<file path="src/rtl/spi_flash_pkg.sv">
package spi_flash_pkg;

  localparam logic [3:0] ADDR_CFG  = 4'h0;
  localparam logic [3:0] ADDR_CSR  = 4'h8;
  localparam logic [3:0] ADDR_DATA = 4'hC;

  // strobes from control to datapath
  typedef struct packed {
    logic       start;
    logic       isRx;
    logic [1:0] lenCode;
    logic       msbFirst;
  } xferCmd_t;

  // Keep the top-aligned field of lenCode+1 bytes; in lsb-first order the
  // bytes of that field are reversed. Applying it twice gives the input.
  function automatic logic [31:0] orderBytes(input logic [31:0] w,
                                             input logic [1:0] lenCode,
                                             input logic msbFirst);
    logic [31:0] res;
    int src;
    res = '0;
    for (int i = 0; i < 4; i++) begin
      if (i <= int'(lenCode)) begin
        src = msbFirst ? i : int'(lenCode) - i;
        res[31 - 8*i -: 8] = w[31 - 8*src -: 8];
      end
    end
    return res;
  endfunction

endpackage

</file>
<file path="src/rtl/spi_flash_shifter.sv">
module spi_flash_shifter
  import spi_flash_pkg::*;
#(
  parameter int CLK_DIV = 4
) (
  input  logic        clk,
  input  logic        rstN,
  input  xferCmd_t    cmd,
  input  logic [31:0] txWord,
  input  logic        miso,
  output logic        active,
  output logic        sclk,
  output logic        mosi,
  output logic [31:0] rxWord
);
  localparam int CW = (CLK_DIV > 1) ? $clog2(CLK_DIV) : 1;
  localparam logic [CW-1:0] HALF_LAST = CW'(CLK_DIV - 1);

  logic [CW-1:0] halfCnt;
  logic [5:0]    bitsLeft;
  logic [31:0]   txShift;
  logic [31:0]   rxShift;
  logic [1:0]    lenL;
  logic          msbL;
  logic [4:0]    alignAmt;

  always_ff @(posedge clk or negedge rstN) begin
    if (!rstN) begin
      active   <= 1'b0;
      sclk     <= 1'b0;
      halfCnt  <= '0;
      bitsLeft <= '0;
      txShift  <= '0;
      rxShift  <= '0;
      lenL     <= '0;
      msbL     <= 1'b0;
    end else if (cmd.start) begin
      active   <= 1'b1;
      sclk     <= 1'b0;
      halfCnt  <= '0;
      bitsLeft <= 6'({cmd.lenCode, 3'b000}) + 6'd8;
      txShift  <= cmd.isRx ? '0 : orderBytes(txWord, cmd.lenCode, cmd.msbFirst);
      rxShift  <= '0;
      lenL     <= cmd.lenCode;
      msbL     <= cmd.msbFirst;
    end else if (active) begin
      if (halfCnt == HALF_LAST) begin
        halfCnt <= '0;
        if (!sclk) begin
          sclk    <= 1'b1;
          rxShift <= {rxShift[30:0], miso};
        end else begin
          sclk     <= 1'b0;
          txShift  <= {txShift[30:0], 1'b0};
          bitsLeft <= bitsLeft - 6'd1;
          if (bitsLeft == 6'd1) active <= 1'b0;
        end
      end else begin
        halfCnt <= halfCnt + CW'(1);
      end
    end
  end

  assign mosi     = txShift[31];
  assign alignAmt = {2'd3 - lenL, 3'b000};
  assign rxWord   = orderBytes(rxShift << alignAmt, lenL, msbL);

endmodule

</file>
<file path="src/rtl/spi_flash_regs.sv">
module spi_flash_regs
  import spi_flash_pkg::*;
(
  input  logic        clk,
  input  logic        rstN,
  input  logic        busValid,
  input  logic        busWrite,
  input  logic [3:0]  busAddr,
  input  logic [31:0] busWdata,
  output logic [31:0] busRdata,
  output logic        busAck,
  input  logic        active,
  input  logic [31:0] rxWord,
  output xferCmd_t    cmd,
  output logic [31:0] txWord,
  output logic [1:0]  csN,
  output logic        rxPend
);
  logic       rdMsb, wrMsb;
  logic       csBit0, csBit1;
  logic [1:0] lenR;
  logic       isData, canStart, rxDone;

  assign isData   = (busAddr == ADDR_DATA);
  assign canStart = !active && !rxPend;
  assign rxDone   = rxPend && !active;

  assign cmd.start    = busValid && isData && canStart;
  assign cmd.isRx     = !busWrite;
  assign cmd.lenCode  = lenR;
  assign cmd.msbFirst = busWrite ? wrMsb : rdMsb;
  assign txWord       = busWdata;

  assign busAck = busValid && (!isData || busWrite || rxDone);

  always_comb begin
    busRdata = '0;
    case (busAddr)
      ADDR_CFG:  busRdata = {3'b000, rdMsb, wrMsb, 27'd0};
      ADDR_CSR:  busRdata = {csBit0, csBit1, lenR, !active, 27'd0};
      ADDR_DATA: busRdata = rxWord;
      default:   busRdata = '0;
    endcase
  end

  always_ff @(posedge clk or negedge rstN) begin
    if (!rstN) begin
      rdMsb  <= 1'b0;
      wrMsb  <= 1'b0;
      csBit0 <= 1'b1;
      csBit1 <= 1'b1;
      lenR   <= 2'd0;
      rxPend <= 1'b0;
    end else begin
      if (busValid && busWrite && busAddr == ADDR_CFG) begin
        rdMsb <= busWdata[28];
        wrMsb <= busWdata[27];
      end
      if (busValid && busWrite && busAddr == ADDR_CSR) begin
        csBit0 <= busWdata[31];
        csBit1 <= busWdata[30];
        lenR   <= busWdata[29:28];
      end
      if (cmd.start && !busWrite) rxPend <= 1'b1;
      else if (busValid && isData && !busWrite && rxDone) rxPend <= 1'b0;
    end
  end

  assign csN = {csBit1, csBit0};

endmodule

</file>
<file path="src/rtl/spi_flash_master.sv">
module spi_flash_master
  import spi_flash_pkg::*;
#(
  parameter int CLK_DIV = 4
) (
  input  logic        clk,
  input  logic        rstN,
  input  logic        busValid,
  input  logic        busWrite,
  input  logic [3:0]  busAddr,
  input  logic [31:0] busWdata,
  output logic [31:0] busRdata,
  output logic        busAck,
  output logic        sclk,
  output logic        mosi,
  input  logic        miso,
  output logic [1:0]  csN
);
  xferCmd_t    cmd;
  logic [31:0] txWord;
  logic [31:0] rxWord;
  logic        xferActive;
  logic        rxPend;

  spi_flash_regs u_regs (
    .clk(clk), .rstN(rstN),
    .busValid(busValid), .busWrite(busWrite), .busAddr(busAddr),
    .busWdata(busWdata), .busRdata(busRdata), .busAck(busAck),
    .active(xferActive), .rxWord(rxWord),
    .cmd(cmd), .txWord(txWord), .csN(csN), .rxPend(rxPend)
  );

  spi_flash_shifter #(.CLK_DIV(CLK_DIV)) u_shift (
    .clk(clk), .rstN(rstN), .cmd(cmd), .txWord(txWord), .miso(miso),
    .active(xferActive), .sclk(sclk), .mosi(mosi), .rxWord(rxWord)
  );

endmodule

</file>
<file path="config.mk">
export PLATFORM = sky130hd
export DESIGN_NAME = spi_flash_master
export DESIGN_NICKNAME = d
export VERILOG_FILES = /design/src/rtl/spi_flash_pkg.sv /design/src/rtl/spi_flash_shifter.sv /design/src/rtl/spi_flash_regs.sv /design/src/rtl/spi_flash_master.sv
export SDC_FILE = /design/constraint.sdc
export NUM_CORES = 1
export LEC_CHECK = 0
export CAP_MARGIN = 20
export CORE_MARGIN = 1
export CORE_UTILIZATION = 30
export CTS_BUF_LIST = sky130_fd_sc_hd__clkbuf_4 sky130_fd_sc_hd__clkbuf_8 sky130_fd_sc_hd__clkbuf_16
export DETAILED_ROUTE_END_ITERATION = 6
export DONT_BUFFER_PORTS = 1
export PLACE_DENSITY = 0.51
export SKIP_LAST_GASP = 1
export SYNTH_ARGS = -nofsm -noshare
export SYNTH_HDL_FRONTEND = slang
export SYNTH_SLANG_ARGS = --single-unit
</file>
<file path="constraint.sdc">
create_clock -name clk -period 3.45 [get_ports clk]
set_input_delay 0.345 -clock clk [delete_from_list [all_inputs] [get_ports clk]]
set_output_delay 0.345 -clock clk [all_outputs]
set_load 0.03 [all_outputs]
</file>
* Word level (Yosys, flattened, before mapping)
Cells that the tools add are included.
** Storage, ports and cells
- Register bits after elaboration :: 84
- Input port bits :: 41
- Output and inout port bits :: 37
** Cells by class
- $add $sub $neg :: 18
- Shifts and indexed selects :: 9
- Reductions and logical operators :: 25
- Eq/ne operators :: 5
- Magnitude comparators :: 6
- Mux-type cells :: 43
** Operators by type and width (number)
- variable part select 39 x 32 -> 8 bit :: 8
- two-way mux 32 bit :: 9
- subtractor 6 x 32 -> 32 bit, first input constant :: 8
- two-way mux 29 bit :: 6
- case mux 32 bit (3 select lines) :: 1
- two-way mux 8 bit :: 6
- left shift 32 x 5 -> 32 bit :: 1
- two-way mux 6 bit :: 4
- two-way mux 1 bit :: 12
- subtractor 2 x 2 -> 3 bit, second input constant :: 4
- logical AND 1 bit :: 11
- two-way mux 2 bit :: 5
- == test 4 bit, second input constant :: 2
- <= comparator 2 bit, first input constant :: 4
- nonzero test 2 bit :: 4
- adder 5 x 4 -> 6 bit, second input constant :: 1
- == test 6 x 1 -> 1 bit, second input constant :: 1
- AND reduction 3 bit :: 2
- subtractor 2 x 1 -> 3 bit, second input constant :: 2
- subtractor 6 x 1 -> 6 bit, second input constant :: 1
- <= comparator 1 x 2 -> 1 bit, first input constant :: 2
- zero test 1 bit :: 4
- zero test 4 bit :: 1
- adder 2 x 1 -> 2 bit, second input constant :: 1
- other kinds (5) :: 6

* Longest topological paths before layout
- Depth in word-level cells :: 7
- Depth in mapped cells :: 11
- Mapped depth without buffers :: 6

* Hierarchy
A second synthesis with hierarchy kept.
** Unflattened totals
- Cells, all modules :: 775
- Area total of the unflattened synthesis :: 6720.2 µm²
** Modules (own cells, without submodules)
- spi_flash_shifter :: cells an instance 677, instances 1, sequential area each 1926.8 µm², area an instance 5828.1 µm²
- spi_flash_regs :: cells an instance 98, instances 1, sequential area each 177.7 µm², area an instance 892.1 µm²

* Least setup slack after synthesis
Ideal clock, no wire load.
- Path kind :: register -> output
- Start :: reg u_shift.lenL[0]
- End :: out busRdata[16]
- Data arrival time :: 2.829 ns
- Cell stages (with the launch flop) :: 8
- Path slack :: 0.276 ns
- Path through :: dfrtp_1 > buf_2 > inv_1 > clkbuf_1 > ha_1 > nor2_2 > or4b_4 > o32ai_1
** On the way
- Longest elaborated chain between the ends :: 6
- Elaborated cells between the ends (all ways) :: 9
- Those cells by class :: 3 x add/sub; 1 x order compare; 2 x shift; 3 x mux
** RTL lines
- start: declaration :: line spi_flash_shifter.sv:23 : logic [1:0] lenL;
- start signal: assignment :: line spi_flash_shifter.sv:44 : lenL <= cmd.lenCode;
- subtractor 2 x 1 -> 3 bit :: line spi_flash_pkg.sv:25 : src = msbFirst ? i : int'(lenCode) - i;
- two-way mux 29 bit :: line spi_flash_pkg.sv:25
- subtractor 6 x 32 -> 32 bit :: line spi_flash_pkg.sv:26 : res[31 - 8*i -: 8] = w[31 - 8*src -: 8];
- variable part select 39 x 32 -> 8 bit :: line spi_flash_pkg.sv:26
- two-way mux 8 bit (*) :: line spi_flash_pkg.sv:24 : if (i <= int'(lenCode)) begin
- case mux 32 bit (3 select lines) (*) :: line spi_flash_regs.sv:38 : case (busAddr)
- end: declaration :: line spi_flash_master.sv:12 : output logic [31:0] busRdata,
Mark *: on every way between the ends. The rest lies on a longest branch, timed or not.

* Final worst setup path
- Start :: reg u_shift.lenL[0]
- End :: out busRdata[22]
The elaborated chain is that of the path after synthesis.

==> impl_metrics.tcl <==
set metrics [dict create \
    worstHoldStart "miso" \
    layout_commonest_cell "nand2_1" \
    design_area_mm2 0.007014 \
    layout_setup_ws_ps 404.9 \
    dr.pass1.iters 5 \
    gp_congestion 0.8625 \
    io_buffers 0 \
    slew_violations 0 \
    syn_nets 816 \
    synth_top_area_cell "dfrtp_1" \
    hold_viol_final 0 \
    fin_crit_sh 0.8826 \
    r2r_setup_slack_ps 1030 \
    maxCapViolCount 0 \
    hold_slack_ps 113.5 \
    synthesis.instances 766 \
    peakVddDrop_mv 0.2713 \
    layout_common_cells "132 x nand2_1, 81 x dfrtp_1, 74 x a21oi_1" \
    ys_ff_latch 84 \
    place_area_mm2 0.006645 \
    seq_area_frac_synth 0.3377 \
    initial_core_util 0.3070 \
    fin_skew_ps 7.346 \
    worstMarginPinSlew_ps 1191 \
    cts_buffers 9 \
    ios 78 \
    num_vias 5838 \
    clock_latency_ps 350 \
    grt_antenna_before_repair 1 \
    grt_pass1_wl_um 31770 \
    grt_pass1_vias 5650 \
    h-tree-depth 3 \
    powerDensity_mw_per_mm2 618.2 \
    cts_setup_buffers 0 \
    final_antenna_net_count 0 \
    synth-edff-count 0 \
    p_leak_nw 2.998 \
    arrival_ps 2700 \
    met3_length_um 1454 \
    cpMostUsedCell "buf_4" \
    crit_path_end_kind "output port" \
    viasPerCell 5.630 \
    synth_warnings 0 \
    rr_endpoint "u_shift.txShift[23]" \
    drtIter0Drc 389 \
    cp.required_ps 3110 \
    dieHeight_um 146.1 \
    nNetsFinal 811 \
    design.core.area_mm2 0.02030 \
    rsz0062_at_grt "false" \
    setup_viol_count_final 0 \
    grt.total_usage 0.1909 \
    relSlewSlack 0.1978 \
    cp_slowest_cell "or4b_4" \
    die-area_mm2 0.02135 \
    critPathMaxStageDelay_ps 540 \
    drc_errors 0 \
    nFillCells 2211 \
    rows 52 \
    hold_path.class "in -> reg" \
    drt-total-wl_um 20280 \
    postSynthAreaPerCell_um2 8.136 \
    place_ws_ps 780.1 \
    fin_util 0.3455 \
    cts_max_path_buffers 2 \
    worstHoldEndpoint "u_shift.rxShift[0]" \
    synthFlopType "dfrtp_1" \
    fmax_mhz 328.4 \
    ys_types 64 \
    ff2ff_path_depth 7 \
    cts_tree "built" \
    dp_hpwl_um 14370 \
    crit_chain "inv_1 > buf_4 > ha_1 > nor2_2 > or4b_4 > or2_4 > o22ai_1 > buf_4" \
    highest_layer "met4" \
    cp-start-kind "flop" \
    synth_area_leaders "dfrtp_1 33%, nand2_1 8.0%, mux2i_1 6.3%" \
    avgRoutedWirePerCell_um 19.55 \
    ys_async_sr_fraction 1.000 \
    syn_area_mm2 0.006232 \
    worstReg2RegStart "u_regs.lenR[0]" \
    met2_length_um 9736 \
    syn2layout_area_growth_pct 12.55 \
    die_w_um 146.1 \
    grt_max_degree 85 \
    clkTransAtPathRegs_ps 70 \
    drive_above_1_share 0.1332 \
    status "complete, no violations" \
    synth_top_area_frac 0.3293 \
    m1WireLength_um 8770 \
    cp_max_fo 13 \
    clock_sinks 84 \
    setup_tns_ps 0 \
    gr-total-overflow 0 \
    root_buffer "clkbuf_16" \
    criticalPathCategory "reg -> out" \
    min_period_ps 3045 \
    hold_depth 2 \
]
## per-layer routing
| layer | track usage | up-vias |
|---|---|---|
| met5 | 0 | - |
| met4 | 0.05417 | 0 |
| met3 | 0.06281 | 23 |
| met2 | 0.3093 | 163 |
| met1 | 0.2417 | 2860 |
| li1 | - | 2792 |
## cells in the mapped netlist (3+ instances only)
cell type / instances
a211oi_1: 34
a21oi_1: 74
a222oi_1: 4
a22o_1: 8
a22oi_1: 11
a2bb2oi_1: 23
a31oi_1: 7
buf_1: 4
buf_2: 22
buf_4: 6
clkbuf_1: 36
dfrtp_1: 82
ha_1: 9
inv_1: 14
mux2_2: 13
mux2i_1: 39
nand2_1: 132
nand2b_1: 8
nand3_1: 7
nand3b_1: 4
nor2_1: 51
nor2b_1: 14
nor3_1: 5
nor3b_1: 18
nor4_1: 3
o211ai_1: 7
o21ai_0: 40
o21ai_1: 12
o22ai_1: 16
o31ai_1: 15
o32ai_1: 4
xnor2_1: 4
## state kept, by name, summed over array words and instances, names as in the netlist
register / flops
u_shift.active: 1
u_regs.wrMsb: 1
u_shift.rxShift: 32
u_shift.lenL: 2
u_regs.rxPend: 1
u_shift.txShift: 32
u_shift.sclk: 1
u_regs.rdMsb: 1
u_regs.csBit1: 1
u_shift.bitsLeft: 6
u_shift.halfCnt: 2
u_shift.msbL: 1
u_regs.csBit0: 1
u_regs.lenR: 2
## per-stage QoR
stage | std cells | total power, mW
finish | 1037 | 4.336
global route | 1037 | 4.615
CTS | 1036 | 4.371
detailed placement | 1018 | 3.239
global placement | 1018 | 3.234
floorplan | 766 | 2.783
## logic make-up after synthesis
logic type / Yosys count / synth area share
AOI/OAI and AO/OA: 267 / 0.2777
xor gates and xnor gates: 5 / 0.007026
adders and majority gates: 9 / 0.01807
buffers and inverters: 83 / 0.05802
DFF: 84 / 0.3377
muxes: 55 / 0.09576
and+or+nand+nor: 263 / 0.2058
## layout make-up
type,instances,area [µm²],area share
Clock inverter,6,96.34,0.01374
Sequential cell,84,2106,0.3002
Antenna cell,1,2.502,0.0003568
Multi-Input combinational cell,599,3770,0.5375
Tap cell,270,337.8,0.04816
Inverter,15,56.30,0.008027
Timing Repair Buffer,52,412.9,0.05887
Clock buffer,10,232.7,0.03318
## worst max-delay path: cells and delay by family, from the launching register on
kind,cells,cell delay [ps]
simple gates,3,1090
compound gates,1,130
buf+inv,3,410
flops,1,340
fa+ha+maj,1,370
## worst max path at each step
stage	to	slack, ps	cells past startpoint	startpoint
finish	busRdata[22]	400	8	u_shift.lenL[0]
global route	busRdata[22]	230	8	u_shift.lenL[0]
CTS	busRdata[22]	390	8	u_shift.lenL[0]
detailed placement	busRdata[22]	780	8	u_shift.lenL[0]
global placement	busRdata[22]	840	8	u_shift.lenL[0]
floorplan	busRdata[16]	280	7	u_shift.lenL[0]
## repair_timing
action / CTS / global route
endpoints found under the hold margin: 84 / 0
resized for setup: 0 / 0
hold buffers: 2 / 0
## where the power goes
| group | total, mW | switching, mW | internal, mW |
|---|---|---|---|
| Combinational | 1.47 | 0.817 | 0.655 |
| Sequential | 1.77 | 0.468 | 1.31 |
| Clock | 1.09 | 0.438 | 0.652 |
(Power assumes the default switching activity.)
